$ cat config.mk
export PLATFORM = sky130hd
export DESIGN_NAME = tr_reinject
export DESIGN_NICKNAME = d
export VERILOG_FILES = /design/src/rtl/tr_pkg.sv /design/src/rtl/tr_backlog.sv /design/src/rtl/tr_issue.sv /design/src/rtl/tr_reinject.sv
export SDC_FILE = /design/constraint.sdc
export NUM_CORES = 1
export LEC_CHECK = 0
export ABC_AREA = 1
export BUFFER_PORTS_ARGS = -buffer_cell sky130_fd_sc_hd__buf_2
export CORE_MARGIN = 8
export CORE_UTILIZATION = 50
export CTS_CLUSTER_SIZE = 25
export DETAILED_ROUTE_END_ITERATION = 8
export GPL_ROUTABILITY_DRIVEN = 1
export PLACE_DENSITY = 0.78
export SYNTH_ARGS = -nofsm -noshare
export SYNTH_HDL_FRONTEND = slang
export SYNTH_SLANG_ARGS = --single-unit
$ cat constraint.sdc
create_clock -name clk -period 2.3 [get_ports clk]
set_input_delay 0.46 -clock clk [delete_from_list [all_inputs] [get_ports clk]]
set_output_delay 0.46 -clock clk [all_outputs]
set_load 0.01 [all_outputs]
$ cat src/rtl/tr_pkg.sv
package tr_pkg;

    // Operation applied to the backlog counter in one cycle
    typedef enum logic [1:0] {
        CNT_HOLD = 2'd0,
        CNT_INC  = 2'd1,
        CNT_DEC  = 2'd2,
        CNT_CLR  = 2'd3
    } cnt_op_e;

    // Delivery state: armed flag and registered pulse
    typedef struct packed {
        logic armed;
        logic irq;
    } issue_st_t;

endpackage

$ cat src/rtl/tr_backlog.sv
module tr_backlog
    import tr_pkg::*;
#(
    parameter int W = 8
) (
    input  logic         clk,
    input  logic         rst_n,
    input  cnt_op_e      op_i,
    output logic [W-1:0] cnt_o,
    output logic         nz_o
);

    localparam logic [W-1:0] CNT_TOP  = {W{1'b1}};
    localparam logic [W-1:0] CNT_ZERO = '0;

    logic [W-1:0] cnt_d, cnt_q;

    always_comb begin
        cnt_d = cnt_q;
        unique case (op_i)
            CNT_INC: begin
                if (cnt_q != CNT_TOP) begin
                    cnt_d = cnt_q + 1'b1;
                end
            end
            CNT_DEC: begin
                if (cnt_q != CNT_ZERO) begin
                    cnt_d = cnt_q - 1'b1;
                end
            end
            CNT_CLR:  cnt_d = CNT_ZERO;
            default:  cnt_d = cnt_q;
        endcase
    end

    always_ff @(posedge clk or negedge rst_n) begin
        if (!rst_n) begin
            cnt_q <= CNT_ZERO;
        end else begin
            cnt_q <= cnt_d;
        end
    end

    assign cnt_o = cnt_q;
    assign nz_o  = (cnt_q != CNT_ZERO);

endmodule

$ cat src/rtl/tr_issue.sv
module tr_issue
    import tr_pkg::*;
(
    input  logic clk,
    input  logic rst_n,
    input  logic nz_i,
    input  logic ack_i,
    input  logic clr_i,
    output logic irq_o
);

    issue_st_t st_d, st_q;
    logic      fire;

    always_comb begin
        fire     = nz_i & st_q.armed & ~clr_i;
        st_d     = st_q;
        st_d.irq = fire;
        if (clr_i) begin
            st_d.armed = 1'b1;
        end else if (fire) begin
            st_d.armed = 1'b0;
        end else if (ack_i) begin
            st_d.armed = 1'b1;
        end
    end

    always_ff @(posedge clk or negedge rst_n) begin
        if (!rst_n) begin
            st_q <= '{armed: 1'b1, irq: 1'b0};
        end else begin
            st_q <= st_d;
        end
    end

    assign irq_o = st_q.irq;

endmodule

$ cat src/rtl/tr_reinject.sv
module tr_reinject
    import tr_pkg::*;
#(
    parameter int CNT_W = 8
) (
    input  logic             clk,
    input  logic             rst_n,
    input  logic             tick_i,
    input  logic             ack_i,
    input  logic             unmask_i,
    input  logic             reprogram_i,
    output logic             irq_o,
    output logic [CNT_W-1:0] pend_o
);

    logic    clr;
    logic    nz;
    cnt_op_e op;

    always_comb begin
        clr = unmask_i | reprogram_i;
        if (clr) begin
            op = CNT_CLR;
        end else if (tick_i && !ack_i) begin
            op = CNT_INC;
        end else if (ack_i && !tick_i) begin
            op = CNT_DEC;
        end else begin
            op = CNT_HOLD;
        end
    end

    tr_backlog #(.W(CNT_W)) u_backlog (
        .clk   (clk),
        .rst_n (rst_n),
        .op_i  (op),
        .cnt_o (pend_o),
        .nz_o  (nz)
    );

    tr_issue u_issue (
        .clk   (clk),
        .rst_n (rst_n),
        .nz_i  (nz),
        .ack_i (ack_i),
        .clr_i (clr),
        .irq_o (irq_o)
    );

endmodule

==> impl_metrics.toml, run 1 <==
[synth]
synthFlopType = "dfrtp_1"
synth_common_cells = "nand2_1, inv_1, nand3_1"
synth_top_area_share_pct = 27.40
yosysWarnings = 0
mappedNetlistArea_um2 = 822.0
synth_cell_types = 23
yosys.area.top_type = "dfrtp_1"
synth_most_common_cell = "nand2_1"
ys_seq_area_share_pct = 30.59
async_flop_share_pct = 100.0
synth_enable_flop_cells = 0
yosys-top-cells-area = "dfrtp_1, nand2_1, nand3_1, inv_1, ha_1"
synth_fp_nets = 132
synth_seq_cells = 10
synthCells = 123
syn_avg_cell_area_um2 = 6.683

[cts]
cts_max_path_buffers = 2
path_clk_slew_ns = 0.07
postCtsSetupRepairBufs = 0
ctsHoldBuffers = 0
cts_resized = 0
ctsHtreeMaxLevel = 1
cts_sinks = 10
worst_skew_pair.late_latency_ns = 0.27
tritoncts = "done"
cts-root-buf = "clkbuf_4"
cts_inserted_buffers = 3

[placement]
gp_congestion = 0.8644
io_buffers = 14
post-dp-hpwl_um = 1573

[global_routing]
grt_pass1_vias = 784
overflow = 0
grt_pass1_wl_um = 3208
track_usage_pct = 12.31
use_met2_pct = 19.75
top_usage_layer = "met2"
use_met1_pct = 13.88
antenna_found_initial = 0
grt_max_degree = 11
use_met3_pct = 6.067

[sta]
final_hold_viol_count = 0
slew_violations = 0
fmax_mhz = 592.6
fin_setup_tns_ns = 0
rsz0062_at_grt = "no"
slew_headroom_pct = 73.44
period_share_pct = 73.37
clock_skew_ns = 0.006204
fin_crit_ns = 1.688
tightest_slew_ns = 0.3985
final-setup-viol-count = 0

[setup_path]
reg2reg_from = "u_backlog.cnt_o[2]"
rrSetupSlack_ns = 0.75
worstPathMaxFanout = 5
cp-start-kind = "input port"
rr_endpoint = "u_backlog.cnt_o[3]"
cp.arrival_ns = 1.85
crit_type = "input port to flop"
reg2regPathDepth = 7
endpoint_kind = "flop"
crit_required_ns = 2.47

[layout]
area_growth_pct = 15.37
antennaDiodeCount = 0
drive_gt1_share_pct = 20.57
multi_input_area_um2 = 495.5
n_fill_cell = 139
seqCellArea_um2 = 251.5
nNetsFinal = 151

[floorplan]
die_x_um = 56.55
core_area_um2 = 1524
die_h_um = 56.55
die-area_um2 = 3197
start_util_pct = 53.94
pin_count = 15
rows = 14

[outcome]
status = "complete, no violations"

[route]
first_iter_violations = 27
ant_nets = 0
drtPass1Iterations = 4
wl_per_cell_um = 11.87
num_vias = 823
wirelength_um = 1863
via_per_inst = 5.242
drc = 0

[power_and_ir_drop]
peakVddDrop_v = 0.0003976
p_per_area_nw_per_um2 = 493.1
power.static_leakage_uw = 0.0005698
p_total_uw = 467.7

[hold_path]
hp-class = "input port to asynchronous set/reset pin"

[flow_run]
drv_cap = 0
[how the worst max path moves through the flow]
| stage | from | endpoint | slack [ns] |
|---|---|---|---|
| floorplan | reprogram_i | u_backlog.cnt_o[6] | 0.63 |
| global placement | unmask_i | u_backlog.cnt_o[6] | 0.36 |
| detailed placement | unmask_i | u_backlog.cnt_o[6] | 0.32 |
| CTS | unmask_i | u_backlog.cnt_o[6] | 0.60 |
| global route | reprogram_i | u_backlog.cnt_o[6] | 0.43 |
| finish | unmask_i | u_backlog.cnt_o[6] | 0.61 |
[worst max-delay path: stages]
cell,delay [ns]
buf_2,0.12
inv_2,0.03
nand2_1,0.17
nor2_4,0.08
ha_1,0.37
inv_1,0.06
o21ai_1,0.12
inv_1,0.05
nand2_1,0.09
nand2_1,0.08
nand2_1,0.06
nand2_1,0.05
nand3_1,0.06
nand2_1,0.05
[registers in the layout (all words and copies together) (netlist names)]
signal,flops
u_issue.irq_o,1
u_backlog.cnt_o,8
u_issue.st_q,1
[cells in the final DEF, fill, tap and decap left out, drive strengths merged]
cell / instances
a21oi: 2
buf: 14
clkbuf: 4
dfrtp: 9
dfstp: 1
ha: 3
inv: 20
nand2: 44
nand3: 14
nand4: 3
nor2: 13
nor3: 1
o211ai: 1
o21ai: 7
o21bai: 2
xnor2: 2
xor2: 1
[kinds of logic after synthesis]
logic type	share of synthesized area (%)
AND/OR/NAND/NOR	43.38
buffers and inverters	9.132
AO/OA/AOI/OAI	9.132
flip-flops	30.59
XOR/XNOR	3.197
adder cells (fa/ha/maj)	4.567
[area by class of cell]
type                    count  area share [%]
multi-input cells          93           52.24
flip-flops and latches     10           26.52
inverters                  20           7.916
clock buffers               4           3.826
well taps                  16           2.111
repair buffers             14           7.388
[per-stage QoR]
step	cell area (um2)	hold slack (ns)	cells	worst slack [ns]	util (%)
2_1_floorplan	822.0	0.1644	123	0.6309	-
3_3_place_gp	912.1	0.3296	153	0.3648	59.85
3_5_place_dp	912.1	0.3330	153	0.3213	59.85
4_1_cts	948.4	0.04559	157	0.6050	62.23
5_1_grt	948.4	0.04677	157	0.4332	62.23
6_report	948.4	0.03740	157	0.6124	62.23
[power by group]
group | internal [uW] | switching [uW] | total, uW
registers | 192 | 17.8 | 210
logic | 37.9 | 63.9 | 102
clock network | 96.1 | 60.1 | 156
[routing by layer]
layer	part of all wire [%]	wire length, um	vias to the layer above
met5	0	0	-
li1	-	-	427
met2	48	885	22
met1	43	806	366
met3	7.0	130	8
met4	2.2	41	0
Note: power is estimated with default switching activity, not from simulation.
==> run 2, diff against run 1 <==
Settings changed: CORE_UTILIZATION 50 to 48.
Clock period 2.3 ns to 1.4 ns, I/O delays scaled along.
==> impl_metrics.toml, run 2 (synthesized netlist as in run 1, its figures left out) <==
[cts]
ctsHtreeMaxLevel = 1
cts_inserted_buffers = 3
cts_max_path_buffers = 2
worst_skew_pair.late_latency_ns = 0.27
cts_sinks = 10
path_clk_slew_ns = 0.07
tritoncts = "done"
cts-root-buf = "clkbuf_4"

[setup_path]
crit_buf_inv = 3
crit_path_cell_trace = "buf_4 > nand4_1 > o211ai_1 > buf_4 > a21oi_2 > buf_4 > nand2_1 > o21ai_1"
rr_endpoint = "u_backlog.cnt_o[3]"
worstPathMaxFanout = 4
timing.critical_path.mode_cell = "buf_4"
reg2regPathDepth = 8
endpoint_kind = "flop"
crit_type = "flop to flop"
cp-start-kind = "flop"
reg2reg_from = "u_backlog.cnt_o[3]"
rrSetupSlack_ns = -0.07
worstSetupStartpoint = "u_backlog.cnt_o[3]"
crit_required_ns = 1.60
critPathTopFamily = "flip-flops"
cp.arrival_ns = 1.67
critPathSlowestCell = "dfrtp_2"
critPathMaxStageDelay_ns = 0.45

[layout]
nNetsFinal = 182
seqCellArea_um2 = 252.7
area_growth_pct = 55.10
final_cell_mix = "nand2_1, buf_4, buf_2"
n_fill_cell = 120
stdcell_area_um2 = 1275
layout_commonest_cell = "nand2_1"
drive_gt1_share_pct = 47.67
multi_input_area_um2 = 576.8
largest_reg_flops = 8
fin_util_pct = 76.33
antennaDiodeCount = 0

[floorplan]
start_util_pct = 49.21
die_h_um = 57.39
die-area_um2 = 3293
rows = 15
pin_count = 15
die_x_um = 57.39
core_area_um2 = 1670

[sta]
finalWorstSetupSlack_ns = -0.07418
fin_setup_tns_ns = -0.4149
rsz0062_at_grt = "yes"
tightest_slew_ns = 0.2595
final-setup-viol-count = 8
period_share_pct = 105.3
final_hold_viol_count = 0
fmax_mhz = 678.3
fin_crit_ns = 1.474
clock_skew_ns = 0.007185
slew_violations = 0
slew_headroom_pct = 82.70

[route]
wirelength_um = 2793
wl_per_cell_um = 14.78
ant_nets = 0
num_vias = 1030
drc = 0
first_iter_violations = 48
via_per_inst = 5.450
drtPass1Iterations = 4

[global_routing]
grt_max_degree = 11
overflow = 0
grt_pass1_wl_um = 4402
track_usage_pct = 16.62
grt_pass1_vias = 1031
antenna_found_initial = 0

[outcome]
violations = "setup timing"
status = "finished, violations left"

[placement]
gp_congestion = 0.8717
io_buffers = 14
place_area_um2 = 1101
pre_cts_slack_ns = -0.2988
post-dp-hpwl_um = 1958

[flow_run]
drv_cap = 0

[hold_path]
hp-class = "input port to asynchronous set/reset pin"

[power_and_ir_drop]
p_per_area_nw_per_um2 = 676.0
power.static_leakage_uw = 0.0007249
peakVddDrop_v = 0.0006963
-- run 2: cell types whose count changed in the layout (fill, tap and decap cells not counted), sizes merged --
| cell | before | now |
|---|---|---|
| buf | 14 | 44 |
| dlygate4sd3 | 0 | 1 |
-- run 2: worst max path at each step --
stage,end,depth (start not counted)
after global routing,u_backlog.cnt_o[6],14
after CTS,u_backlog.cnt_o[5],7
final,u_backlog.cnt_o[3],8
after global placement,u_backlog.cnt_o[7],11
after floorplan,u_backlog.cnt_o[6],13
after detailed placement,u_backlog.cnt_o[7],11
-- run 2: area by class of cell --
class | count | share of cell area (%)
tap | 17 | 1.668
inverter | 20 | 5.888
sequential | 10 | 19.82
multi-input combinational | 93 | 45.24
timing repair buffer | 45 | 24.53
clock buffer | 4 | 2.846
-- run 2: per-layer routing --
metal,global-route usage [%],vias up,share of wire (%)
li1,-,488,-
met1,17.97,471,38
met2,28.46,60,50
met3,3.812,11,8.9
met4,10.36,0,2.9
met5,0,-,0
-- run 2: metrics by stage --
stage / hold slack (ns) / power (uW) / cells
2_1_floorplan: -0.01559 / 457.2 / 123
3_3_place_gp: 0.1496 / 551.1 / 176
3_5_place_dp: 0.1523 / 559.7 / 176
4_1_cts: 0.3902 / 838.4 / 182
5_1_grt: 0.4199 / 904.9 / 189
6_report: 0.3885 / 861.8 / 189
-- run 2: where the power goes --
| part | switching, uW | internal, uW | total [uW] |
|---|---|---|---|
| Clock | 105 | 158 | 263 |
| Sequential | 34.0 | 315 | 349 |
| Combinational | 137 | 113 | 250 |
| Total | 276 | 586 | 862 |
-- run 2: timing repair --
item | in CTS | in global routing
setup buffers | 1 | 7
pin swaps | 7 | 15
hold buffers | 1 | 0
endpoints found under the hold margin | 9 | 0
gates resized for setup | 10 | 11
endpoints found under the setup margin | 8 | 8
